**config.mk**
```make
export PLATFORM = sky130hd
export DESIGN_NAME = lsu_interlock
export DESIGN_NICKNAME = d
export VERILOG_FILES = /design/src/rtl/lsi_pkg.sv /design/src/rtl/lsi_stage_reg.sv /design/src/rtl/lsi_agen.sv /design/src/rtl/lsi_ctrl.sv /design/src/rtl/lsu_interlock.sv
export SDC_FILE = /design/constraint.sdc
export NUM_CORES = 1
export LEC_CHECK = 0
export BUFFER_PORTS_ARGS = -buffer_cell sky130_fd_sc_hd__buf_2
export CORE_MARGIN = 2
export CORE_UTILIZATION = 51
export DETAILED_ROUTE_END_ITERATION = 8
export PLACE_DENSITY = 0.75
export SLEW_MARGIN = 5
export SYNTH_ARGS = -nofsm -noshare
export SYNTH_HDL_FRONTEND = slang
export SYNTH_SLANG_ARGS = --single-unit
```
**constraint.sdc**
```tcl
create_clock -name clk_i -period 2.5 [get_ports clk_i]
set_input_delay 0.125 -clock clk_i [delete_from_list [all_inputs] [get_ports clk_i]]
set_output_delay 0.125 -clock clk_i [all_outputs]
set_load 0.1 [all_outputs]
```
**src/rtl/lsi_pkg.sv**
```systemverilog
package lsi_pkg;
  typedef enum logic [1:0] {
    K_ALU   = 2'b00,
    K_LOAD  = 2'b01,
    K_STORE = 2'b10
  } kind_e;

  function automatic logic is_access(input kind_e k);
    return (k == K_LOAD) || (k == K_STORE);
  endfunction
endpackage

```
**src/rtl/lsi_stage_reg.sv**
```systemverilog
module lsi_stage_reg #(
  parameter int unsigned W = 8
) (
  input  logic         clk_i,
  input  logic         rst_ni,
  input  logic         en_i,
  input  logic         d_valid_i,
  input  logic [W-1:0] d_data_i,
  output logic         q_valid_o,
  output logic [W-1:0] q_data_o
);
  always_ff @(posedge clk_i or negedge rst_ni) begin
    if (!rst_ni) begin
      q_valid_o <= 1'b0;
      q_data_o  <= '0;
    end else if (en_i) begin
      q_valid_o <= d_valid_i;
      q_data_o  <= d_data_i;
    end
  end
endmodule

```
**src/rtl/lsi_agen.sv**
```systemverilog
module lsi_agen #(
  parameter int unsigned ADDR_W = 32
) (
  input  logic [ADDR_W-1:0] base_i,
  input  logic [ADDR_W-1:0] off_i,
  output logic [ADDR_W-1:0] ea_o
);
  always_comb ea_o = base_i + off_i;
endmodule

```
**src/rtl/lsi_ctrl.sv**
```systemverilog
module lsi_ctrl
  import lsi_pkg::*;
(
  input  logic  mem_valid_i,
  input  kind_e mem_kind_i,
  input  logic  bus_ready_i,
  output logic  mem_access_o,
  output logic  mem_wait_o,
  output logic  front_en_o,
  output logic  wb_fill_o
);
  always_comb begin
    mem_access_o = mem_valid_i && is_access(mem_kind_i);
    // ready only counts while a real access sits in memory
    mem_wait_o   = mem_access_o && !bus_ready_i;
    front_en_o   = !mem_wait_o;
    wb_fill_o    = mem_valid_i && !mem_wait_o;
  end
endmodule

```
**src/rtl/lsu_interlock.sv**
```systemverilog
module lsu_interlock
  import lsi_pkg::*;
#(
  parameter int unsigned ADDR_W = 32,
  parameter int unsigned TAG_W  = 4
) (
  input  logic              clk_i,
  input  logic              rst_ni,
  input  logic              in_valid_i,
  input  logic [1:0]        in_kind_i,
  input  logic [TAG_W-1:0]  in_tag_i,
  input  logic [ADDR_W-1:0] in_base_i,
  input  logic [ADDR_W-1:0] in_off_i,
  output logic              in_ready_o,
  input  logic              bus_ready_i,
  output logic              bus_req_o,
  output logic              bus_we_o,
  output logic [ADDR_W-1:0] bus_addr_o,
  output logic              if_valid_o,
  output logic [TAG_W-1:0]  if_tag_o,
  output logic              de_valid_o,
  output logic [TAG_W-1:0]  de_tag_o,
  output logic [ADDR_W-1:0] de_ea_o,
  output logic              mem_valid_o,
  output logic [TAG_W-1:0]  mem_tag_o,
  output logic              wb_valid_o,
  output logic [TAG_W-1:0]  wb_tag_o
);
  localparam int unsigned KW    = 2;
  localparam int unsigned FE_W  = KW + TAG_W + 2 * ADDR_W;
  localparam int unsigned MEM_W = KW + TAG_W + ADDR_W;

  logic front_en, mem_access, mem_wait, wb_fill;

  // fetch
  logic             if_v;
  logic [FE_W-1:0]  if_q;
  lsi_stage_reg #(.W(FE_W)) u_if (
    .clk_i, .rst_ni, .en_i(front_en),
    .d_valid_i(in_valid_i),
    .d_data_i({in_kind_i, in_tag_i, in_base_i, in_off_i}),
    .q_valid_o(if_v), .q_data_o(if_q)
  );

  // decode / address generation
  logic             de_v;
  logic [FE_W-1:0]  de_q;
  lsi_stage_reg #(.W(FE_W)) u_de (
    .clk_i, .rst_ni, .en_i(front_en),
    .d_valid_i(if_v), .d_data_i(if_q),
    .q_valid_o(de_v), .q_data_o(de_q)
  );

  kind_e             de_kind;
  logic [TAG_W-1:0]  de_tag;
  logic [ADDR_W-1:0] de_base, de_off, de_ea;
  assign de_kind = kind_e'(de_q[FE_W-1 -: KW]);
  assign de_tag  = de_q[2*ADDR_W +: TAG_W];
  assign de_base = de_q[ADDR_W +: ADDR_W];
  assign de_off  = de_q[0 +: ADDR_W];

  lsi_agen #(.ADDR_W(ADDR_W)) u_agen (
    .base_i(de_base), .off_i(de_off), .ea_o(de_ea)
  );

  // memory
  logic             mem_v;
  logic [MEM_W-1:0] mem_q;
  lsi_stage_reg #(.W(MEM_W)) u_mem (
    .clk_i, .rst_ni, .en_i(front_en),
    .d_valid_i(de_v), .d_data_i({de_kind, de_tag, de_ea}),
    .q_valid_o(mem_v), .q_data_o(mem_q)
  );

  kind_e             mem_kind;
  logic [TAG_W-1:0]  mem_tag;
  logic [ADDR_W-1:0] mem_ea;
  assign mem_kind = kind_e'(mem_q[MEM_W-1 -: KW]);
  assign mem_tag  = mem_q[ADDR_W +: TAG_W];
  assign mem_ea   = mem_q[0 +: ADDR_W];

  lsi_ctrl u_ctrl (
    .mem_valid_i(mem_v), .mem_kind_i(mem_kind), .bus_ready_i,
    .mem_access_o(mem_access), .mem_wait_o(mem_wait),
    .front_en_o(front_en), .wb_fill_o(wb_fill)
  );

  // writeback always loads; a wait cycle inserts a bubble
  logic             wb_v;
  logic [TAG_W-1:0] wb_q;
  lsi_stage_reg #(.W(TAG_W)) u_wb (
    .clk_i, .rst_ni, .en_i(1'b1),
    .d_valid_i(wb_fill), .d_data_i(mem_tag),
    .q_valid_o(wb_v), .q_data_o(wb_q)
  );

  assign in_ready_o  = front_en;
  assign bus_req_o   = mem_access;
  assign bus_we_o    = mem_access && (mem_kind == K_STORE);
  assign bus_addr_o  = mem_ea;
  assign if_valid_o  = if_v;
  assign if_tag_o    = if_q[2*ADDR_W +: TAG_W];
  assign de_valid_o  = de_v;
  assign de_tag_o    = de_tag;
  assign de_ea_o     = de_ea;
  assign mem_valid_o = mem_v;
  assign mem_tag_o   = mem_tag;
  assign wb_valid_o  = wb_v;
  assign wb_tag_o    = wb_q;


  wait_stable_chk: assert property (@(posedge clk_i) disable iff (!rst_ni)
    (bus_req_o && !bus_ready_i) |=> (bus_req_o && $stable(bus_addr_o) && $stable(bus_we_o)));


  de_hold_chk: assert property (@(posedge clk_i) disable iff (!rst_ni)
    (bus_req_o && !bus_ready_i) |=> ($stable(de_valid_o) && $stable(de_tag_o) && $stable(de_ea_o)));


  wb_bubble_chk: assert property (@(posedge clk_i) disable iff (!rst_ni)
    (bus_req_o && !bus_ready_i) |=> !wb_valid_o);


  wb_retire_chk: assert property (@(posedge clk_i) disable iff (!rst_ni)
    (bus_req_o && bus_ready_i) |=> (wb_valid_o && wb_tag_o == $past(mem_tag_o)));


  overlap_chk: assert property (@(posedge clk_i) disable iff (!rst_ni)
    (de_valid_o && in_ready_o) |=> (mem_valid_o && mem_tag_o == $past(de_tag_o)));
endmodule

```
# Word level (Yosys, flattened, before mapping)
# Index checks and enable logic that the tools add are counted.
op_classes:
  add_sub_neg: 1
  mul: 0
  div: 0
  magnitude_cmp: 0
  n_eq_ne: 2
  n_shift: 0
  n_mux: 0
  bitwise: 0
  n_reduce_logical: 7
op_table:
  columns: ["cell", "count"]
  rows:
  - ["32-bit adder", 1]
  - ["1-bit logical AND", 4]
  - ["2-bit by 1-bit equality test with 1-bit output, second input constant", 1]
  - ["2-bit equality test, second input constant", 1]
  - ["1-bit logical NOT", 2]
  - ["1-bit logical OR", 1]
totals:
  ff_bits: 186
  latch_bits: 0
  ramBits: 0
  rom_bits: 0
  input_bits: 74
  out_inout_bits: 87
  word_cells: 18
  memories: 0

# Logic depth before layout (Yosys ltp)
# Gate-level depths: netlist (run 1).
logic_depth:
  word_depth: 6
  mapped_depth: 10
  mapped_depth_nobuf: 10

# Modules after synthesis
# From an unflattened synthesis (run 1), not the netlist that was laid out.
hier_totals:
  cells_unflattened: 675
  hier_area_um2: 9765.6
modules_own_cells:
  columns: ["mod", "n_inst", "cells_per_inst", "area_per_inst_um2", "seq_area_each_um2"]
  rows:
  - ["lsi_stage_reg (u_de ...)", 2, 150, 2990.4, 1776.7]
  - ["lsi_agen", 1, 275, 2045.7, 0.0]
  - ["lsi_stage_reg (u_mem)", 1, 82, 1493.9, 975.9]
  - ["lsi_stage_reg (u_wb)", 1, 10, 181.4, 125.1]
  - ["lsi_ctrl", 1, 6, 51.3, 0.0]
  - ["lsu_interlock", 1, 2, 12.5, 0.0]

# Least setup slack after synthesis (run 1)
# No wires, ideal clock.
synth_path:
  path_type: "reg2reg"
  startpoint: "register u_mem.q_valid_o"
  endpoint: "register u_if.q_data_o[47]"
  setup_time_ns: 0.121
  arrival_ns: 3.981
  t_required_ns: 2.379
  path_slack_ns: -1.602
  path_stages_with_launch: 9
  path_buffers: 3
  synth_period_minus_slack_ns: 4.102
  cell_sequence: "dfrtp_1 -> nor2b_1 -> nor2b_1 -> clkbuf_1 -> inv_1 -> clkbuf_1 -> clkbuf_1 -> nand2_1 -> nand2_1"
synth_via:
  elab_chain_len: 2
synth_lines:
  columns: ["element", "line_no", "rtl"]
  rows:
  - ["start, declared", "lsi_stage_reg.sv:9", "output logic q_valid_o,"]
  - ["start signal, assigned", "lsi_stage_reg.sv:17", "q_valid_o <= d_valid_i;"]
  - ["1-bit logical AND", "lsi_ctrl.sv:13", "mem_access_o = mem_valid_i && is_access(mem_kind_i);"]
  - ["named net bus_req_o", "lsu_interlock.sv:16", "output logic bus_req_o,"]
  - ["1-bit logical AND", "lsi_ctrl.sv:15", "mem_wait_o = mem_access_o && !bus_ready_i;"]
  - ["end signal, assigned", "lsi_stage_reg.sv:18", "q_data_o <= d_data_i;"]
  - ["end, declared", "lsi_stage_reg.sv:10", "output logic [W-1:0] q_data_o"]
# The timed path passes the listed nets, and every way through them passes these cells.
# A chain may end at the register's enable or synchronous reset.

# Worst setup path after layout (run 1)
layout_path:
  startpoint: "register u_de.q_data_o[32]"
  endpoint: "output de_ea_o[26]"
layout_via:
  elab_chain_len: 1
layout_lines:
  columns: ["element", "line_no", "rtl"]
  rows:
  - ["start, declared", "lsi_stage_reg.sv:10", null]
  - ["start signal, assigned", "lsi_stage_reg.sv:18", null]
  - ["32-bit adder", "lsi_agen.sv:8", "always_comb ea_o = base_i + off_i;"]
  - ["end, declared", "lsu_interlock.sv:23", "output logic [ADDR_W-1:0] de_ea_o,"]
# Every way passes these cells.

==> run metrics, run 1 <==
wire per inst=15.2 µm; Final setup viols=40; DR vias=7593; grt total ovfl=0; Root Buffer=clkbuf_16; Min-Delay Path Class=input port to async pin; Die W=135 µm; HPWL after DPL=14000 µm; Hold Fails Final Rpt=0; Die H=135 µm; IO Pins=161; Routed Wire Length=22700 µm; Async SR Flop Fraction=100%; Placeable Area=17100 µm²; largest net degree at the start of global routing=168; DRT iter0 DRCs=521; Multi-input gate area=4570 µm²; CP Launch Point=u_de.q_data_o[32]$_DFFE_PN0N_; failing checks=setup timing; vias per cell=5.08; RSZ-0062 raised after global routing=true; pre-CTS WS=-0.423 ns; Cell Area, Synth=8810 µm²; max cap viols=0; TritonCTS buffer count=17; initial antenna violation count=0; CTS tree=yes; CP max stage cell=dfrtp_1; Avg Cell Area, Syn=8.77 µm²; Least-Margin Pin Slew=0.707 ns; CTS Sinks=186; Final ANT Viol Nets=0; synth warn=0; Tot GR Track Use=25.2%; crit path max fanout=3; Pins Over Slew Limit=0; first-pass GRT wire length=36500 µm; CP bufs+invs=1; CTS H-tree depth=4; Residual DRC=0; Crit path largest cell delay=0.39 ns; CP startpoint kind=register; row count=48; vias in the first global route=7488; Mapped Cells=1004; P&R area growth vs syn=46.3%; GP Congestion=0.866; Max Clock Freq=0.312 GHz; syn nets=1111; critical path required time=2.38 ns; Worst-path clk slew=0.07 ns; Antenna diodes=0; sequential share of the synthesized area=52.8%; layout cells sized above 1=30.8%; final setup margin=-0.705 ns; CP Class=register to primary output; sequential cell area=4660 µm²; fillers=1167; clk_skew=0.0106 ns; Max clock buf depth=2; # nets final=1365; Yosys reg bits=186; Initial DRT Pass Iterations=5; worst flop-to-flop path startpoint=u_de.q_data_o[32]$_DFFE_PN0N_; fin crit period=3.21 ns; top_reg_cell synth=dfrtp_1; Post-synth EDFFs=0; Distinct cells, synth=51; number of I/O port buffers=160; cell breakdown of the critical path=ha_2, fa_2, a21oi_2, o22ai_2, o311ai_4, nor3_2, o31a_1, a41oi_2, xnor2_4, buf_12; fin crit share=128%; crit path DAT=3.08 ns; Initial Util=51.5%; kind of cell adding the most delay to the critical path=compound AO/OA/AOI/OAI gates; Slew HR=52.9%; area of the die=18300 µm²; Clk Latency, worst-skew pair=0.43 ns; status=finished with violations; Setup crit end kind=primary output
[through the flow]
step | util, % | hold slack [ns] | TNS [ns] | std cells | cell area, µm²
2_1_floorplan | - | -0.171 | -7.17 | 1004 | 9580
3_3_place_gp | 65.1 | 0.166 | -5.09 | 1371 | 11100
3_5_place_dp | 65.1 | 0.169 | -6.73 | 1371 | 11100
4_1_cts | 74.3 | 0.273 | -13.73 | 1482 | 12700
5_1_grt | 75.3 | 0.318 | -17.03 | 1496 | 12900
6_report | 75.3 | 0.264 | -13.48 | 1496 | 12900
[placed cells by master, fill, tap and decap left out, types with 3 or more instances in the layout]
| master | n |
|---|---|
| clkbuf_8 | 3 |
| a21oi_2 | 6 |
| nor2_1 | 15 |
| inv_1 | 6 |
| nand2_2 | 3 |
| buf_2 | 130 |
| a21oi_4 | 4 |
| a21o_1 | 17 |
| dfrtp_1 | 184 |
| buf_4 | 78 |
| and2_1 | 3 |
| mux2_4 | 12 |
| clkinv_2 | 3 |
| a41oi_2 | 3 |
| o21ai_2 | 3 |
| xnor2_2 | 5 |
| a21oi_1 | 13 |
| inv_6 | 4 |
| o21ai_0 | 6 |
| nand3_1 | 6 |
| nand2_1 | 500 |
| buf_12 | 29 |
| ha_2 | 3 |
| buf_6 | 15 |
| clkbuf_16 | 17 |
| bufinv_16 | 3 |
| xnor2_4 | 14 |
| ha_1 | 20 |
| xor2_4 | 8 |
| a31oi_4 | 3 |
| dlygate4sd3_1 | 72 |
| o31a_1 | 3 |
| a31o_2 | 3 |
| ha_4 | 9 |
| nand4_1 | 5 |
[cells by family after synthesis]
logic type	count (synthesis)	synth area share [%]
simple gates	557	24.7
mux	12	1.53
xor+xnor	29	2.88
compound gates	89	7.17
fa+ha+maj	33	4.77
buf+inv	98	6.08
flops	186	52.8
[timing repair]
item | in CTS | in global routing
hold endpoints to repair | 136 | 0
resized for setup | 32 | 17
cloned | 0 | 0
hold buffers | 72 | 0
pin swaps | 33 | 30
setup buffers | 8 | 17
endpoints found under the setup margin | 45 | 45
[path summary, 6_finish.rpt]
kind | to | slack (ns) | depth (start not counted)
min in group clk_i | u_if.q_data_o[61]$_DFFE_PN0N_ | 0.34 | 5
hold / removal | u_if.q_data_o[8]$_DFFE_PN0N_ | 0.26 | 2
max in group asynchronous | u_if.q_data_o[18]$_DFFE_PN0N_ | 1.46 | 3
setup reg to reg | u_mem.q_data_o[28]$_DFFE_PN0N_ | -0.35 | 11
setup / recovery | de_ea_o[26] | -0.71 | 10
hold reg to reg | u_wb.q_data_o[3]$_DFF_PN0_ | 0.40 | 0
[sequential cells by signal, summed over array words and instances (netlist names)]
name,count
u_wb.q_data_o,4
u_mem.q_valid_o,1
u_if.q_data_o,70
u_wb.q_valid_o,1
u_de.q_valid_o,1
u_if.q_valid_o,1
u_de.q_data_o,70
u_mem.q_data_o,38
[worst reg2reg max path: cells and delay by family, from the launching register on]
family	cells	cell delay, ns
adder cells (fa/ha/maj)	2	0.56
multiplexers	1	0.24
AO/OA/AOI/OAI	5	1.22
AND/OR/NAND/NOR	1	0.09
flip-flops	1	0.39
buffers and inverters	1	0.12
XOR/XNOR	1	0.12
[final cells by class]
type	instances	area share (%)
Clock inverter	12	1.23
Sequential cell	186	36.2
Clock buffer	20	3.54
Timing Repair Buffer	326	21.2
Tap cell	225	2.18
Multi-Input combinational cell	720	35.5
Inverter	7	0.243
[layer usage]
layer	track usage, %	wire [µm]
met1	31.9	9450
met2	44.3	11900
met4	7.81	431
met5	0	0
met3	4.34	928
[synthesized netlist by cell type (5+ instances only)]
cell type / count / area [µm²]
a21o_1: 17 / 128
nand2_1: 503 / 1890
o21ai_0: 10 / 50.1
clkbuf_1: 42 / 158
ha_1: 32 / 400
inv_1: 7 / 26.3
nor2_1: 18 / 67.6
a31oi_1: 6 / 37.5
a21oi_1: 20 / 100
nand3_1: 6 / 30.0
nand4_1: 5 / 31.3
xnor2_1: 19 / 166
mux2_2: 12 / 135
xor2_1: 10 / 87.6
buf_4: 44 / 330
dfrtp_1: 186 / 4650
Power of run 1 is not shown: default switching activity piles up to over one toggle a cycle in this logic, so the estimate is an artifact.
==> run 2: changes to the inputs <==
--- a/config.mk
+++ b/config.mk
@@ -7,9 +7,9 @@
 export LEC_CHECK = 0
 export BUFFER_PORTS_ARGS = -buffer_cell sky130_fd_sc_hd__buf_2
 export CORE_MARGIN = 2
-export CORE_UTILIZATION = 51
+export CORE_UTILIZATION = 56
 export DETAILED_ROUTE_END_ITERATION = 8
-export PLACE_DENSITY = 0.75
+export PLACE_DENSITY = 0.78
 export SLEW_MARGIN = 5
 export SYNTH_ARGS = -nofsm -noshare
 export SYNTH_HDL_FRONTEND = slang
==> constraint.sdc (replaced) <==
create_clock -name clk_i -period 3.46 [get_ports clk_i]
set_input_delay 0.173 -clock clk_i [delete_from_list [all_inputs] [get_ports clk_i]]
set_output_delay 0.173 -clock clk_i [all_outputs]
set_load 0.1 [all_outputs]
==> run 2 against run 1 <==
- the run now ends clean
- non-clock buffer count decreased by 80
- utilization decreased by 1.9 points
- worst hold slack improved by 0.14 ns
- count of clock-buffer cells in the layout decreased by 3
- critical path type unchanged
==> run metrics, run 2 (synthesized netlist as in run 1, its figures left out) <==
Hold Crit Depth=0; design area=11200 µm²; Antenna diodes=0; number of I/O port buffers=160; fin crit period=3.36 ns; grt total ovfl=0; wire per inst=14.2 µm; Least-Margin Pin Slew=0.900 ns; hold slack=0.408 ns; crit path max fanout=4; Placed Area=9790 µm²; first-pass GRT wire length=32600 µm; # nets final=1285; crit path DAT=3.19 ns; Hold Fails Final Rpt=0; CP Class=register to primary output; fin crit share=97.1%; FF-to-FF path depth=12; largest registers=u_de.q_data_o (70), u_if.q_data_o (70), u_mem.q_data_o (38); CTS H-tree depth=4; status=finished, final reports clean; Root Buffer=clkbuf_16; DRT iter0 DRCs=505; layout cells sized above 1=21.9%; row count=45; TritonCTS buffer count=17; max cap viols=0; initial antenna violation count=0; Pins Over Slew Limit=0; Final setup viols=0; RSZ-0062 raised after global routing=true; P&R area growth vs syn=27.7%; Worst-path clk slew=0.07 ns; Die W=129 µm; Initial DRT Pass Iterations=5; HPWL after DPL=12500 µm; most frequent cells in the layout=503 x nand2_1, 186 x dfrtp_1, 145 x buf_2; GP Congestion=0.841; Residual DRC=0; Die H=129 µm; Setup crit end kind=primary output; Max clock buf depth=2; Routed Wire Length=19900 µm; CP startpoint kind=register; critical path required time=3.29 ns; Max Clock Freq=0.298 GHz; Initial Util=57.5%; CTS tree=yes; vias per cell=5.09; area of the die=16800 µm²; DR vias=7132; CTS Sinks=186; largest net degree at the start of global routing=168; Final ANT Viol Nets=0; IO Pins=161; vias in the first global route=6998; Tot GR Track Use=24.6%; Setup TNS=0 ns; most common cell after layout, fill and taps aside=nand2_1; clk_skew=0.00928 ns; Placeable Area=15300 µm²; Slew HR=40.0%; Clk Latency, worst-skew pair=0.43 ns; Min-Delay Path Class=register to register
## run 2: cell count changes in the layout (fill, tap and decap cells not counted), sizes merged
| cell | previous run | this run |
|---|---|---|
| buf | 252 | 171 |
| clkbuf | 22 | 20 |
| clkinv | 4 | 3 |
| clkinvlp | 1 | 3 |
| inv | 11 | 12 |
## run 2: repair_timing
action	4_1_cts	5_1_grt
hold buffers	72	0
hold endpoints to repair	182	0
setup buffers	2	3
resized for setup	8	11
endpoints found under the setup margin	11	13
pin swaps	3	8
## run 2: per-stage QoR
step,utilization [%],cells,worst slack (ns)
floorplan,-,1004,0.0841
global placement,64.0,1293,0.236
detailed placement,64.0,1293,0.235
CTS,73.0,1398,-0.0431
global route,73.4,1401,-0.0397
finish,73.4,1401,0.0993
## run 2: final timing paths
check	endpoint	startpoint	slack, ns
worst max-delay path	de_ea_o[28]	u_de.q_data_o[0]$_DFFE_PN0N_	0.1
worst min-delay path	u_wb.q_data_o[2]$_DFF_PN0_	u_mem.q_data_o[34]$_DFFE_PN0N_	0.41
worst max register to register	u_mem.q_data_o[28]$_DFFE_PN0N_	u_de.q_data_o[0]$_DFFE_PN0N_	0.45
worst min register to register	u_wb.q_data_o[2]$_DFF_PN0_	u_mem.q_data_o[34]$_DFFE_PN0N_	0.41
max in group asynchronous	u_if.q_data_o[55]$_DFFE_PN0N_	rst_ni	2.09
min in group asynchronous	u_if.q_data_o[67]$_DFFE_PN0N_	rst_ni	0.44
## run 2: worst max-delay path, cell delays in order, from the launching register on
cell      delay (ns)
dfrtp_1         0.39
ha_2            0.21
fa_2            0.37
a21oi_2         0.17
o22ai_2         0.11
o311ai_2        0.25
buf_4           0.18
nor3_2          0.06
o31a_1          0.28
a221oi_2        0.33
xnor2_2         0.19
buf_12          0.21
## run 2: cell type report
type / count / area, µm²
flip-flops and latches: 186 / 4650
fillers: 1133 / 4070
multi-input cells: 720 / 3840
repair buffers: 246 / 1850
clock buffers: 17 / 425
well taps: 211 / 264
clock inverters: 14 / 186
inverters: 7 / 31.3
## run 2: per-layer routing
layer | GRT usage (%) | share of wire, % | vias to the layer above | wire (µm)
met5 | 0 | 0 | - | 0
met4 | 7.59 | 1.6 | 0 | 323
met3 | 4.87 | 4.8 | 26 | 962
met2 | 41.7 | 50 | 201 | 9890
met1 | 32.3 | 44 | 3394 | 8700
li1 | - | - | 3511 | -
Power of run 2 is left out for the same reason.
